==> config.mk <==
export PLATFORM = sky130hd
export DESIGN_NAME = modem_stat_top
export DESIGN_NICKNAME = d
export VERILOG_FILES = /design/src/rtl/modem_stat_pkg.sv /design/src/rtl/modem_stat_ctrl.sv /design/src/rtl/modem_stat_dp.sv /design/src/rtl/modem_stat_top.sv
export SDC_FILE = /design/constraint.sdc
export NUM_CORES = 1
export LEC_CHECK = 0
export BUFFER_PORTS_ARGS = -buffer_cell sky130_fd_sc_hd__buf_4
export CORE_ASPECT_RATIO = 0.75
export CORE_MARGIN = 4
export CORE_UTILIZATION = 41
export DETAILED_ROUTE_END_ITERATION = 8
export HOLD_SLACK_MARGIN = 0.05
export PLACE_DENSITY = 0.87
export SYNTH_ARGS = -nofsm -noshare
export SYNTH_HDL_FRONTEND = slang
export SYNTH_SLANG_ARGS = --single-unit
==> constraint.sdc <==
create_clock -name clk -period 1.41 [get_ports clk]
set_input_delay 0.141 -clock clk [delete_from_list [all_inputs] [get_ports clk]]
set_output_delay 0.141 -clock clk [all_outputs]
set_load 0.05 [all_outputs]
==> src/rtl/modem_stat_pkg.sv <==
package modem_stat_pkg;
  localparam int LINES  = 4;
  localparam int WORD_W = 32;

  localparam int IDX_CTS = 0;
  localparam int IDX_DSR = 1;
  localparam int IDX_RI  = 2;
  localparam int IDX_DCD = 3;

  typedef struct packed {
    logic rdEn;
    logic clrEn;
    logic useLoop;
  } statStrb_t;
endpackage

==> src/rtl/modem_stat_ctrl.sv <==
module modem_stat_ctrl
  import modem_stat_pkg::*;
#(
  parameter int                ADDR_W     = 6,
  parameter logic [ADDR_W-1:0] REG_OFFSET = 'h18
) (
  input  logic              clk,
  input  logic              rstN,
  input  logic              busSel,
  input  logic              busWrite,
  input  logic [ADDR_W-1:0] busAddr,
  input  logic              loopEn,
  input  logic              irqEn,
  input  logic              flagsAny,
  output statStrb_t         strb,
  output logic              irqOut
);
  logic addrHit;

  assign addrHit      = busSel && (busAddr == REG_OFFSET);
  assign strb.rdEn    = addrHit && !busWrite;
  assign strb.clrEn   = addrHit && !busWrite;
  assign strb.useLoop = loopEn;
  assign irqOut       = irqEn && flagsAny;


  irq_gate_chk: assert property (@(posedge clk) disable iff (!rstN)
    !irqEn |-> !irqOut);


  wr_noclr_chk: assert property (@(posedge clk) disable iff (!rstN)
    busWrite |-> !strb.clrEn);
endmodule

==> src/rtl/modem_stat_dp.sv <==
module modem_stat_dp
  import modem_stat_pkg::*;
#(
  parameter int SYNC_STAGES = 2
) (
  input  logic              clk,
  input  logic              rstN,
  input  logic [LINES-1:0]  pinsN,
  input  logic [LINES-1:0]  ctlBits,
  input  statStrb_t         strb,
  output logic [WORD_W-1:0] rdWord,
  output logic              flagsAny
);
  localparam int BYTE_W = 2 * LINES;

  logic [SYNC_STAGES-1:0] syncChain [LINES];
  logic [LINES-1:0]       syncOut;
  logic [LINES-1:0]       curSel;
  logic [LINES-1:0]       prevSel;
  logic [LINES-1:0]       chg;
  logic [LINES-1:0]       evt;
  logic [LINES-1:0]       flagQ;
  logic [BYTE_W-1:0]      statusByte;

  for (genvar i = 0; i < LINES; i++) begin : g_sync
    always_ff @(posedge clk or negedge rstN) begin
      if (!rstN) syncChain[i] <= '1;
      else       syncChain[i] <= {syncChain[i][SYNC_STAGES-2:0], pinsN[i]};
    end
    assign syncOut[i] = syncChain[i][SYNC_STAGES-1];
  end

  assign curSel = strb.useLoop ? ctlBits : ~syncOut;
  assign chg    = curSel ^ prevSel;

  for (genvar i = 0; i < LINES; i++) begin : g_evt
    if (i == IDX_RI) begin : g_trail
      assign evt[i] = prevSel[i] && !curSel[i];
    end else begin : g_any
      assign evt[i] = chg[i];
    end
  end

  always_ff @(posedge clk or negedge rstN) begin
    if (!rstN) begin
      prevSel <= '0;
      flagQ   <= '0;
    end else begin
      prevSel <= curSel;
      flagQ   <= (strb.clrEn ? '0 : flagQ) | evt;
    end
  end

  assign statusByte = {curSel, flagQ};
  assign rdWord     = strb.rdEn ? {{(WORD_W-BYTE_W){1'b0}}, statusByte} : '0;
  assign flagsAny   = |flagQ;


  flag_hold_chk: assert property (@(posedge clk) disable iff (!rstN)
    !strb.clrEn |=> ((flagQ & $past(flagQ)) == $past(flagQ)));


  clear_chk: assert property (@(posedge clk) disable iff (!rstN)
    (strb.clrEn && (curSel == prevSel)) |=> (flagQ == '0));


  teri_edge_chk: assert property (@(posedge clk) disable iff (!rstN)
    $rose(flagQ[IDX_RI]) |-> ($past(prevSel[IDX_RI]) && !$past(curSel[IDX_RI])));
endmodule

==> src/rtl/modem_stat_top.sv <==
module modem_stat_top
  import modem_stat_pkg::*;
#(
  parameter int                ADDR_W      = 6,
  parameter logic [ADDR_W-1:0] REG_OFFSET  = 'h18,
  parameter int                SYNC_STAGES = 2
) (
  input  logic              clk,
  input  logic              rstN,
  input  logic              clrToSendN,
  input  logic              dataSetRdyN,
  input  logic              ringN,
  input  logic              carrierN,
  input  logic              loopEn,
  input  logic              reqSendCtl,
  input  logic              termRdyCtl,
  input  logic              aux1Ctl,
  input  logic              aux2Ctl,
  input  logic              irqEn,
  input  logic              busSel,
  input  logic              busWrite,
  input  logic [ADDR_W-1:0] busAddr,
  output logic [31:0]       rdData,
  output logic              irqOut
);
  statStrb_t         strb;
  logic              flagsAny;
  logic [LINES-1:0]  pinsN;
  logic [LINES-1:0]  ctlBits;
  logic [WORD_W-1:0] rdWord;

  assign pinsN   = {carrierN, ringN, dataSetRdyN, clrToSendN};
  assign ctlBits = {aux2Ctl, aux1Ctl, termRdyCtl, reqSendCtl};
  assign rdData  = rdWord;

  modem_stat_ctrl #(.ADDR_W(ADDR_W), .REG_OFFSET(REG_OFFSET)) u_ctrl (
    .clk(clk), .rstN(rstN), .busSel(busSel), .busWrite(busWrite),
    .busAddr(busAddr), .loopEn(loopEn), .irqEn(irqEn),
    .flagsAny(flagsAny), .strb(strb), .irqOut(irqOut)
  );

  modem_stat_dp #(.SYNC_STAGES(SYNC_STAGES)) u_dp (
    .clk(clk), .rstN(rstN), .pinsN(pinsN), .ctlBits(ctlBits),
    .strb(strb), .rdWord(rdWord), .flagsAny(flagsAny)
  );
endmodule

==> metrics.csv <==
metric,value,unit
Int Pwr,671,uW
hold path depth,3,
clock power share,23.8,%
Comb pwr share,27.0,%
met1 Track Usage GR,13.7,%
Vias/cell,4.43,
"Seq/Total Area, Yosys",48.2,%
Cells after Synth,79,
Ports,53,
maximum clock frequency,644,MHz
CP max stage delay,0.56,ns
top_reg_cell synth,dfstp_2,
CTS Buffer Depth,2,
placed insts,129,
"setup slack, reg-to-reg",0.24,ns
Tcrit/Tclk final,110,%
ANT cells,0,
failing checks,setup timing,
# port buffers,28,
clk_lat worst skew,0.28,ns
Yosys top cell area share,24.7,%
Max-Cap Viols,0,
Fin Setup TNS,-0.883,ns
outcome,"finished, violations left",
"non-filler cells, final",142,
vias in the first global route,572,
post-synthesis simple-gate area fraction,23.3,%
DRT Pass-1 Iters,3,
CP endpoint kind,output pin,
CTS tree,yes,
CP max stage cell,or4b_4,
Post-Syn Area,852,um2
Global Route met2 Usage,24.3,%
Yosys reg bits,16,
synth top area cells,"dfstp_2 (25%), dfrtp_1 (23%), buf_4 (21%), nor2b_1 (4.4%), nor3_2 (3.5%)",
PnR worst setup slack,-0.143,ns
layout cell share with drive strength beyond 1,45.8,%
Initial Utilization,46.0,%
skew final,0.00499,ns
WHS Endpoint,u_dp.prevSel[1],
Core ar.,1850,um2
initial antenna violation count,0,
Crit path top cell by count,buf_6,
first-pass GRT wire length,2640,um
DP HPWL,1360,um
Total Nets Final,141,
"worst slack, placed",-0.189,ns
Synth area leader,dfstp_2,
xor/xnor share of the synthesized area,0,%
DRC errors left,0,
maximum vdd drop,0.687,mV
GRT busiest layer,met2,
Final Hold Fails,0,
clock sinks,16,
Synth Area in Compound Gates,6.46,%
R2R Path End,u_dp.flagQ[3],
sequential power share,49.2,%
Crit Path Class,input pin to output pin,
post-synthesis adder-cell area fraction,0,%
Hold Crit Class,input pin to register,
final core utilization,65.1,%
row cnt,13,
leak pwr,0.000541,uW
RSZ-0062 raised after global routing,true,
main combinational cell family by area after synthesis,simple AND/OR/NAND/NOR gates,
Final Total Pwr,1010,uW
WP data arrival,1.41,ns
Routed WL,1770,um
largest net degree at the start of global routing,17,
clock-pin slew reported for the worst setup and hold paths after clock tree synthesis,0.08,ns
DR iter-0 viols,9,
met3 Resource Use GR,4.85,%
average size of a mapped cell,10.8,um2
NetSw,335,uW
die area,2880,um2
area grow syn2layout,41.7,%
H-tree Lvls,1,
Die X,60.6,um
die height,47.5,um
Commonest cells post-synth,"buf_4 (24), dfrtp_1 (8), dfstp_2 (8)",
Max Slew Vio Count,0,
gr usage total,12.9,%
switching share of power,33.3,%
reg-to-reg critical path startpoint,u_dp.syncChain[1],
Setup Viol. Count Final,9,
post-synthesis mux area share,0,%
reg2reg path depth,3,
top-count cell post-synth,buf_4,
CP required,1.27,ns
asr flop ratio synth,100,%
Final min period,1.55,ns
critical-path cell list,buf_6 > or4b_4 > or2_4 > nor3_4 > buf_6,
Worst Path Max Fanout,5,
yosys synthesis warning count,0,
CTS root buffer,clkbuf_4,
Worst Hold Launch,termRdyCtl,
GR Overflow Total,0,
CTS Buf Count,3,
Vias,629,
PwrDens,833,nW/um2
Worst Setup Start Kind,input pin,
Routed Antenna Nets,0,
"Distinct cells, synth",18,
wire length per cell after detailed routing,12.4,um
"EDFF count, synth",0,
gp weighted congestion,0.703,
[worst max path at each step]
| stage | from | endpoint | slack (ns) |
|---|---|---|---|
| 2_1_floorplan | busWrite | rdData[4] | -0.13 |
| 3_3_place_gp | busWrite | rdData[5] | -0.17 |
| 3_5_place_dp | busWrite | rdData[5] | -0.19 |
| 4_1_cts | busWrite | rdData[4] | -0.15 |
| 5_1_grt | busWrite | rdData[7] | -0.19 |
| 6_report | busWrite | rdData[5] | -0.14 |
[critical path, delay by kind of cell]
kind                   cells  cell delay (ns)
buffers and inverters      2             0.27
and+or+nand+nor            3             1.00
[kinds of logic after synthesis]
kind of cell / Yosys count
AO/OA/AOI/OAI: 9
buffers and inverters: 25
flip-flops: 16
other: 1
AND/OR/NAND/NOR: 28
[through the flow]
step	hold WS, ns	cell area, um2
after global placement	0.000664	1030
final	0.157	1210
after floorplan	-0.155	965
after detailed placement	0.00673	1030
after global routing	0.155	1210
after CTS	0.147	1150
[layer usage]
layer | share of wire, % | routed length [um]
met5 | 0 | 0
met4 | 0.57 | 10
met3 | 16 | 274
met2 | 52 | 925
met1 | 32 | 557
[sequential cells by signal, summed over array words and instances, names as in the netlist]
signal          cells
u_dp.flagQ          4
u_dp.prevSel        4
u_dp.syncChain      8
[cell type report]
type | instances | area [um2]
flip-flops and latches | 16 | 410
fillers | 144 | 647
multi-input cells | 61 | 385
well taps | 22 | 27.5
clock buffers | 4 | 26.3
inverters | 1 | 3.75
repair buffers | 38 | 354
[power by group through the flow]
stage	Combinational [uW]	Clock [uW]	Sequential [uW]
after CTS	267	256	495
after global routing	290	272	498
after global placement	246	0	502
after detailed placement	252	0	504
final	271	239	495
after floorplan	237	0	502
[repair_timing]
| action | CTS | global route |
|---|---|---|
| pin swaps | 1 | 1 |
| setup endpoints to repair | 9 | 9 |
| gates resized for setup | 7 | 13 |
| hold buffers | 5 | 0 |
| buffers inserted | 2 | 2 |
| hold endpoints to repair | 20 | 0 |
[placed cells by master, fill, tap and decap left out]
master	netlist	layout
conb_1	1	24
buf_4	24	22
dfrtp_1	8	8
dfstp_2	8	8
buf_6	0	7
o21ai_0	6	6
nor2b_1	6	6
dlygate4sd3_1	0	5
nor2_1	6	4
buf_8	0	4
or3_1	3	3
nand3_1	3	3
nor3_4	0	3
and2_4	0	3
clkbuf_4	0	3
nor2_4	0	2
a21oi_1	1	1
inv_1	1	1
nand4bb_4	1	1
or4b_4	1	1
or2_4	1	1
a22o_1	1	1
and2_1	4	1
o41a_1	1	1
clkbuf_1	0	1
No activity file was read; power rests on OpenSTA's default activity.
